## src/rtl/ispd_pkg.sv

```systemverilog
package ispd_pkg;

  typedef enum logic [2:0] {
    K_NONE,
    K_ENABLE,
    K_ERASE,
    K_RD_FL,
    K_WR_FL,
    K_RD_EE,
    K_WR_EE
  } ispd_kind_e;

  localparam logic [7:0] LEAD_CTRL   = 8'hAC;
  localparam logic [7:0] KEY_ENABLE  = 8'h53;
  localparam logic [7:0] KEY_ERASE   = 8'h80;
  localparam logic [7:0] OP_RD_FL    = 8'h28;
  localparam logic [7:0] OP_WR_FL    = 8'h48;
  localparam logic [7:0] OP_RD_EE    = 8'hA0;
  localparam logic [7:0] OP_WR_EE    = 8'hC0;
  localparam logic [7:0] ERASED_BYTE = 8'hFF;

  // Instruction class from the first two bytes.
  function automatic ispd_kind_e ispd_decode(input logic [7:0] lead, input logic [7:0] second);
    ispd_kind_e k;
    k = K_NONE;
    if (lead == LEAD_CTRL && second == KEY_ENABLE) k = K_ENABLE;
    else if (lead == LEAD_CTRL && second == KEY_ERASE) k = K_ERASE;
    else if (lead == OP_RD_FL) k = K_RD_FL;
    else if (lead == OP_WR_FL) k = K_WR_FL;
    else if (lead == OP_RD_EE) k = K_RD_EE;
    else if (lead == OP_WR_EE) k = K_WR_EE;
    return k;
  endfunction

endpackage

```

## src/rtl/ispd_sync.sv

```systemverilog
module ispd_sync #(
  parameter int             W       = 1,
  parameter logic [W-1:0]   RST_VAL = '0
) (
  input  logic         clk,
  input  logic         rst_n,
  input  logic [W-1:0] d,
  output logic [W-1:0] q
);
  logic [W-1:0] stage1_q;

  always_ff @(posedge clk or negedge rst_n) begin
    if (!rst_n) begin
      stage1_q <= RST_VAL;
      q        <= RST_VAL;
    end else begin
      stage1_q <= d;
      q        <= stage1_q;
    end
  end
endmodule

```

## src/rtl/ispd_shift.sv

```systemverilog
module ispd_shift (
  input  logic       clk,
  input  logic       rst_n,
  input  logic       active,
  input  logic       sck_s,
  input  logic       mosi_s,
  input  logic [7:0] tx_byte,
  output logic       byte_done,
  output logic [1:0] byte_idx,
  output logic [7:0] rx_byte,
  output logic       miso
);
  logic       sck_d;
  logic [2:0] bit_q, bit_d;
  logic [1:0] byte_q, byte_d;
  logic [6:0] rx_q, rx_d;
  logic [7:0] tx_q, tx_d;
  logic       rise, fall;

  assign rise = active & sck_s & ~sck_d;
  assign fall = active & ~sck_s & sck_d;

  always_comb begin
    bit_d  = bit_q;
    byte_d = byte_q;
    rx_d   = rx_q;
    tx_d   = tx_q;
    if (!active) begin
      bit_d  = '0;
      byte_d = '0;
      tx_d   = '0;
    end else begin
      if (rise) begin
        rx_d  = {rx_q[5:0], mosi_s};
        bit_d = bit_q + 3'd1;
        if (bit_q == 3'd7) byte_d = byte_q + 2'd1;
      end
      if (fall) begin
        // At a byte boundary load the next response, else shift.
        tx_d = (bit_q == 3'd0) ? tx_byte : {tx_q[6:0], 1'b0};
      end
    end
  end

  always_ff @(posedge clk or negedge rst_n) begin
    if (!rst_n) begin
      sck_d  <= 1'b0;
      bit_q  <= '0;
      byte_q <= '0;
      rx_q   <= '0;
      tx_q   <= '0;
    end else begin
      sck_d  <= sck_s;
      bit_q  <= bit_d;
      byte_q <= byte_d;
      rx_q   <= rx_d;
      tx_q   <= tx_d;
    end
  end

  assign byte_done = rise & (bit_q == 3'd7);
  assign byte_idx  = byte_q;
  assign rx_byte   = {rx_q, mosi_s};
  assign miso      = tx_q[7];

  // leaving programming mode drops any partial instruction
  a_r1_position_cleared: assert property (@(posedge clk) disable iff (!rst_n)
    !active |=> (bit_q == 3'd0 && byte_q == 2'd0));

  // the output bit moves only after a falling SCK
  a_r2_miso_on_fall: assert property (@(posedge clk) disable iff (!rst_n)
    (active && $past(active) && !$stable(miso)) |-> $past(fall));
endmodule

```

## src/rtl/ispd_mem.sv

```systemverilog
module ispd_mem
  import ispd_pkg::*;
#(
  parameter int AW = 4
) (
  input  logic          clk,
  input  logic          rst_n,
  input  logic          we,
  input  logic [AW-1:0] waddr,
  input  logic [7:0]    wdata,
  input  logic          erase,
  input  logic [AW-1:0] raddr,
  output logic [7:0]    rdata
);
  localparam int DEPTH = 1 << AW;

  logic [7:0] cell_q [DEPTH];
  logic [7:0] cell_d [DEPTH];

  always_comb begin
    for (int i = 0; i < DEPTH; i++) begin
      cell_d[i] = cell_q[i];
      if (erase) cell_d[i] = ERASED_BYTE;
      else if (we && waddr == AW'(i)) cell_d[i] = wdata;
    end
  end

  always_ff @(posedge clk or negedge rst_n) begin
    if (!rst_n) begin
      for (int i = 0; i < DEPTH; i++) cell_q[i] <= ERASED_BYTE;
    end else begin
      for (int i = 0; i < DEPTH; i++) cell_q[i] <= cell_d[i];
    end
  end

  assign rdata = cell_q[raddr];

  // an erase leaves both ends of the array erased
  a_r8_erase_fills: assert property (@(posedge clk) disable iff (!rst_n)
    erase |=> (cell_q[0] == ERASED_BYTE && cell_q[DEPTH-1] == ERASED_BYTE));

  // a write lands at the addressed cell
  a_r6_write_lands: assert property (@(posedge clk) disable iff (!rst_n)
    (we && !erase) |=> (cell_q[$past(waddr)] == $past(wdata)));
endmodule

```

## src/rtl/ispd_cmd.sv

```systemverilog
module ispd_cmd
  import ispd_pkg::*;
#(
  parameter int FAW        = 6,
  parameter int EAW        = 4,
  parameter int WRITE_WAIT = 600,
  parameter int ERASE_WAIT = 1500
) (
  input  logic           clk,
  input  logic           rst_n,
  input  logic           active,
  input  logic           byte_done,
  input  logic [1:0]     byte_idx,
  input  logic [7:0]     rx_byte,
  input  logic [7:0]     fl_rdata,
  input  logic [7:0]     ee_rdata,
  output logic [7:0]     tx_byte,
  output logic           busy,
  output logic           fl_we,
  output logic           ee_we,
  output logic           erase,
  output logic [FAW-1:0] fl_addr,
  output logic [EAW-1:0] ee_addr,
  output logic [7:0]     wr_data
);
  localparam int MAXW = (WRITE_WAIT > ERASE_WAIT) ? WRITE_WAIT : ERASE_WAIT;
  localparam int WW   = $clog2(MAXW + 1);

  logic [7:0]  b0_q, b0_d, b1_q, b1_d, b2_q, b2_d, tx_q, tx_d;
  logic        en_q, en_d;
  logic [WW-1:0] wait_q, wait_d;
  ispd_kind_e  kind;
  logic [7:0]  lo_sel;
  logic        ok_go, fire;

  assign kind    = ispd_decode(b0_q, b1_q);
  assign busy    = (wait_q != '0);
  assign ok_go   = en_q & ~busy;
  assign fire    = byte_done & (byte_idx == 2'd3);
  // Read address uses the arriving third byte; write address its stored copy.
  assign lo_sel  = (byte_idx == 2'd2) ? rx_byte : b2_q;
  assign fl_addr = FAW'({b1_q, lo_sel});
  assign ee_addr = EAW'(lo_sel);
  assign wr_data = rx_byte;
  assign fl_we   = fire & ok_go & (kind == K_WR_FL);
  assign ee_we   = fire & ok_go & (kind == K_WR_EE);
  assign erase   = fire & ok_go & (kind == K_ERASE);

  always_comb begin
    b0_d   = b0_q;
    b1_d   = b1_q;
    b2_d   = b2_q;
    tx_d   = tx_q;
    en_d   = en_q;
    wait_d = busy ? (wait_q - 1'b1) : wait_q;
    if (!active) begin
      en_d = 1'b0;
      tx_d = '0;
    end else if (byte_done) begin
      case (byte_idx)
        2'd0: begin
          b0_d = rx_byte;
          tx_d = '0;
        end
        2'd1: begin
          b1_d = rx_byte;
          tx_d = rx_byte;
        end
        2'd2: begin
          b2_d = rx_byte;
          if (ok_go && kind == K_RD_FL)      tx_d = fl_rdata;
          else if (ok_go && kind == K_RD_EE) tx_d = ee_rdata;
          else                               tx_d = '0;
        end
        2'd3: begin
          tx_d = '0;
          if (kind == K_ENABLE) en_d = 1'b1;
          if (fl_we || ee_we) wait_d = WW'(WRITE_WAIT);
          if (erase) begin
            wait_d = WW'(ERASE_WAIT);
            en_d   = 1'b0;
          end
        end
      endcase
    end
  end

  always_ff @(posedge clk or negedge rst_n) begin
    if (!rst_n) begin
      b0_q   <= '0;
      b1_q   <= '0;
      b2_q   <= '0;
      tx_q   <= '0;
      en_q   <= 1'b0;
      wait_q <= '0;
    end else begin
      b0_q   <= b0_d;
      b1_q   <= b1_d;
      b2_q   <= b2_d;
      tx_q   <= tx_d;
      en_q   <= en_d;
      wait_q <= wait_d;
    end
  end

  assign tx_byte = tx_q;

  // no array change unless the handshake has completed
  a_r4_change_needs_enable: assert property (@(posedge clk) disable iff (!rst_n)
    (fl_we || ee_we || erase) |-> en_q);

  // leaving programming mode drops the enabled state
  a_r5_idle_drops_enable: assert property (@(posedge clk) disable iff (!rst_n)
    !active |=> !en_q);

  // an accepted erase drops the enabled state
  a_r9_erase_drops_enable: assert property (@(posedge clk) disable iff (!rst_n)
    erase |=> !en_q);

  // a write starts the full wait window
  a_r10_write_wait_loaded: assert property (@(posedge clk) disable iff (!rst_n)
    (fl_we || ee_we) |=> (wait_q == WW'(WRITE_WAIT)));

  // the wait counter steps down by one per clock
  a_r10_wait_steps: assert property (@(posedge clk) disable iff (!rst_n)
    (busy && !fire) |=> (wait_q == WW'($past(wait_q) - 1'b1)));

  // the second byte is queued as the next response
  a_r3_echo_queued: assert property (@(posedge clk) disable iff (!rst_n)
    (active && byte_done && byte_idx == 2'd1) |=> (tx_byte == $past(rx_byte)));
endmodule

```

## src/rtl/spi_isp_decoder.sv

```systemverilog
module spi_isp_decoder #(
  parameter int FLASH_AW   = 6,
  parameter int EE_AW      = 4,
  parameter int WRITE_WAIT = 600,
  parameter int ERASE_WAIT = 1500
) (
  input  logic clk,
  input  logic rst_n,
  input  logic prog_rst_n,
  input  logic sck,
  input  logic mosi,
  output logic miso,
  output logic busy
);
  logic [2:0]          pins_s;
  logic                active;
  logic                byte_done;
  logic [1:0]          byte_idx;
  logic [7:0]          rx_byte, tx_byte, fl_rdata, ee_rdata, wr_data;
  logic                fl_we, ee_we, erase;
  logic [FLASH_AW-1:0] fl_addr;
  logic [EE_AW-1:0]    ee_addr;

  ispd_sync #(.W(3), .RST_VAL(3'b100)) u_sync (
    .clk   (clk),
    .rst_n (rst_n),
    .d     ({prog_rst_n, mosi, sck}),
    .q     (pins_s)
  );

  assign active = ~pins_s[2];

  ispd_shift u_shift (
    .clk       (clk),
    .rst_n     (rst_n),
    .active    (active),
    .sck_s     (pins_s[0]),
    .mosi_s    (pins_s[1]),
    .tx_byte   (tx_byte),
    .byte_done (byte_done),
    .byte_idx  (byte_idx),
    .rx_byte   (rx_byte),
    .miso      (miso)
  );

  ispd_cmd #(
    .FAW        (FLASH_AW),
    .EAW        (EE_AW),
    .WRITE_WAIT (WRITE_WAIT),
    .ERASE_WAIT (ERASE_WAIT)
  ) u_cmd (
    .clk       (clk),
    .rst_n     (rst_n),
    .active    (active),
    .byte_done (byte_done),
    .byte_idx  (byte_idx),
    .rx_byte   (rx_byte),
    .fl_rdata  (fl_rdata),
    .ee_rdata  (ee_rdata),
    .tx_byte   (tx_byte),
    .busy      (busy),
    .fl_we     (fl_we),
    .ee_we     (ee_we),
    .erase     (erase),
    .fl_addr   (fl_addr),
    .ee_addr   (ee_addr),
    .wr_data   (wr_data)
  );

  ispd_mem #(.AW(FLASH_AW)) u_flash (
    .clk   (clk),
    .rst_n (rst_n),
    .we    (fl_we),
    .waddr (fl_addr),
    .wdata (wr_data),
    .erase (erase),
    .raddr (fl_addr),
    .rdata (fl_rdata)
  );

  ispd_mem #(.AW(EE_AW)) u_eeprom (
    .clk   (clk),
    .rst_n (rst_n),
    .we    (ee_we),
    .waddr (ee_addr),
    .wdata (wr_data),
    .erase (erase),
    .raddr (ee_addr),
    .rdata (ee_rdata)
  );
endmodule

```

## config.mk

```make
export PLATFORM = sky130hd
export DESIGN_NAME = spi_isp_decoder
export DESIGN_NICKNAME = d
export VERILOG_FILES = /design/src/rtl/ispd_pkg.sv /design/src/rtl/ispd_sync.sv /design/src/rtl/ispd_shift.sv /design/src/rtl/ispd_mem.sv /design/src/rtl/ispd_cmd.sv /design/src/rtl/spi_isp_decoder.sv
export SDC_FILE = /design/constraint.sdc
export NUM_CORES = 2
export LEC_CHECK = 0
export ABC_AREA = 1
export CORE_UTILIZATION = 25
export CTS_CLUSTER_SIZE = 25
export DETAILED_ROUTE_END_ITERATION = 12
export PLACE_DENSITY_LB_ADDON = 0.08
export SLEW_MARGIN = 20
export SYNTH_ARGS = -nofsm -noshare
export SYNTH_HDL_FRONTEND = slang
export SYNTH_HIERARCHICAL = 1
export SYNTH_SLANG_ARGS = --single-unit
```

## constraint.sdc

```tcl
create_clock -name clk -period 2.9 [get_ports clk]
set_input_delay 0.29 -clock clk [delete_from_list [all_inputs] [get_ports clk]]
set_output_delay 0.29 -clock clk [all_outputs]
set_load 0.05 [all_outputs]
```

==> key figures <==
Floorplan
  • Die outline width: 376 microns
  • Core Rows: 137
  • Die height: 376 microns
  • Top Ports: 7
  • Initial Util: 25.1%
  • Area of the core: 139000 sq um
  • Full die area: 142000 sq um

Power
  • Worst vdd ir: 0.388 mV
  • PD cells: 532 nW/um^2
  • Internal cell power: 0.0176 W
  • Combinational fraction of design power: 7.7%
  • Register share of total power: 42.3%
  • Clock share of power: 50.0%
  • Net Sw Frac: 25.7%
  • Switching power: 0.00610 W
  • LEAKAGE: 18.1 nW

Finish
  • Layout area overhead: 27.0%
  • Fin nets: 4499
  • Diode count: 0
  • Layout cell share with drive strength beyond 1: 30.8%

Global routing
  • Gr usage total: 17.6%
  • Grt total ovfl: 0
  • Number of global-route vias before repair: 28400
  • Initial antenna violation count: 0
  • Global-route wire length before repair: 188000 microns
  • Largest net degree at the start of global routing: 114

Clock tree
  • Skew-Pair Late Insertion Delay: 0.72 ns
  • Clock net sink count: 709
  • CTS Buf Count: 92
  • CTS tree: built
  • Max H-tree Level: 3
  • Root buffer cell: clkbuf_16
  • Clock buffer depth: 3
  • Clock Pin Slew Worst Setup and Hold Paths: 0.06 ns

Timing
  • Period Utilization, post-route: 99.3%
  • Slew HR: 45.9%
  • Slew Limit Fails: 0
  • Worst setup margin: 0.0205 ns
  • Hold slack: 0.0574 ns
  • Skew final: 0.0306 ns
  • Fin. Hold Viols: 0
  • RSZ-0062 raised after global routing: true
  • Worst-margin pin slew: 0.810 ns
  • Number of setup violations in the final report: 0
  • Min Tclk post-route: 2.88 ns
  • FMAX: 0.347 GHz

Synth
  • Biggest area consumer among synthesized cells: dfstp_2
  • Main flop type after synthesis: dfstp_2
  • Area contributors post-synth: dfstp_2 (48%), nand2_1 (12%), nand3_1 (8.1%)
  • Ys async rst share: 100%
  • Net count after synthesis: 4406
  • Most numerous cell in the Yosys netlist: nand2_1
  • Commonest cells in the netlist: nand2_1 (1144), dfstp_2 (642), nor2_1 (609)
  • EDFF count, synth: 0
  • Synth top area share: 48.1%
  • Post-Syn Area per Cell: 7.97 sq um
  • Post-synthesis sequential area ratio: 52.9%
  • Syn Inst Count: 4396
  • Distinct cell type count after synthesis: 41
  • YS warnings: 6
  • FF+latch count, synth: 709
  • Syn Std Cell Area: 35000 sq um

Min path
  • Min-delay worst type: input pin to flop

Place
  • Final Wtd Congestion: 0.846
  • Place WS: -0.187 ns
  • HPWL after DPL: 79700 microns
  • Port Buffers: 6

Worst setup path
  • R2r setup slk: 0.02 ns
  • Crit Path Category: flop to flop
  • CP Capture Type: flop
  • Startpoint Class: flop
  • Critical path peak fanout: 8
  • WP data required: 3.51 ns
  • WP data arrival: 3.49 ns

Routing
  • Final WL: 130000 microns
  • Residual DRC: 0
  • DR pass1 iterations: 7
  • Detailed-route wire length per cell: 20.2 microns
  • Vias: 29100
  • Antenna-violating nets left: 0
  • Initial DRC count: 1681
  • Via density per instance: 4.52

Run
  • Max-Cap Viols: 0

Status
  • Status: finished clean
[cell type report]
type                       instances  area [sq um]
fill                           14700         94900
tap                             1876          2350
clock inverter                    16           189
clock buffer                     154          2950
timing repair buffer             304          4560
sequential                       709         18500
inverter                         233           905
multi-input combinational       3149         15000
[through the flow]
stage          std cells  util, %  total power [W]  setup TNS, ns  area, sq um
3_5_place_dp        6209     28.2           0.0120         -0.968        39200
3_3_place_gp        6209     28.2           0.0120          -1.10        39200
4_1_cts             6384     30.5           0.0242              0        42500
2_1_floorplan       4396        -           0.0108              0        35000
5_1_grt             6441     31.9           0.0246         -12.93        44500
6_report            6441     31.9           0.0237              0        44500
[metal layers]
metal	part of all wire, %	global-route usage (%)	vias to the layer above	wire length, microns
li1	-	-	14400	-
met1	47	23.8	14200	60900
met2	48	28.7	386	62200
met3	2.6	2.46	159	3450
met4	2.9	5.75	0	3760
met5	0	0	-	0
[power by group through the flow]
stage | combinational, W | clock, W | sequential, W
floorplan | 0.000609 | 0 | 0.0101
global placement | 0.00188 | 0 | 0.0102
detailed placement | 0.00186 | 0 | 0.0102
CTS | 0.00186 | 0.0123 | 0.0100
global route | 0.00194 | 0.0126 | 0.0100
finish | 0.00182 | 0.0118 | 0.0100
[cell usage in the layout, fill, tap and decap left out, drive strengths merged]
cell type	Yosys	routed
clkdlybuf4s50	0	4
dfstp	642	642
bufinv	0	3
ha	5	5
o22ai	10	10
nor2	624	624
buf	219	267
nand4	2	2
dlygate4sd2	0	1
o21ai	167	167
and2	1	1
nand2	1208	1212
nand3b	7	7
o211ai	1	1
inv	232	231
and3	1	1
xor2	4	4
or2	5	5
nor3	10	10
dfrtp	67	67
a21oi	526	526
dlygate4sd3	0	3
clkinv	1	15
clkbuf	90	183
nand3	574	574
[kinds of logic after synthesis]
group	after synthesis	synth area share, %
AND/OR/NAND/NOR	2432	29.3
flip-flops	709	52.9
AO/OA/AOI/OAI	704	10.2
buffers and inverters	542	7.29
adder cells (fa/ha/maj)	5	0.179
XOR/XNOR	4	0.100
[path summary, 6_finish.rpt]
path	from	to	cells past startpoint
min reg2reg	u_sync/stage1_q[0]$_DFF_PN0_	u_sync/q[0]$_DFF_PN0_	0
min	mosi	u_sync/stage1_q[1]$_DFF_PN0_	1
max in group asynchronous	rst_n	u_flash/cell_q[221]$_DFFE_PN1P_	3
max	u_cmd/wait_q[1]$_DFF_PN0_	u_flash/cell_q[72]$_DFFE_PN1P_	19
min in group asynchronous	rst_n	u_shift/tx_q[6]$_DFFE_PN0P_	2
max reg2reg	u_cmd/wait_q[1]$_DFF_PN0_	u_flash/cell_q[72]$_DFFE_PN1P_	19
[registers in the layout, indices dropped and copies added, names as in the netlist, 6 cells and up]
register,count
u_shift/rx_q,7
u_shift/tx_q,8
u_eeprom/cell_q,128
u_cmd/tx_byte,8
u_cmd/b0_q,8
u_cmd/b2_q,6
u_flash/cell_q,512
u_cmd/wait_q,11
u_cmd/b1_q,8
[critical path, cell delays in order (launching register included)]
cell and delay, ns:
dfrtp_1 0.39, inv_2 0.08, ha_4 0.15, inv_4 0.03
nor2_4 0.11, nand3_4 0.11, nor2_8 0.15, nand2_4 0.06
nor3_4 0.23, nand2_2 0.10, nor2_4 0.13, buf_6 0.15
nand2_4 0.07, nor2_4 0.27, clkbuf_16 0.24, buf_6 0.11
nand2_4 0.07, nand2_8 0.12, nor2_1 0.05, a21oi_1 0.13
[repair_timing]
action	4_1_cts	5_1_grt
hold endpoints to repair	85	0
buffers inserted	1	22
endpoints found under the setup margin	10	599
gates cloned	1	35
pin swaps	1	24
hold buffers	3	0
resized for setup	10	276
Note: power is estimated with default switching activity, not from simulation.
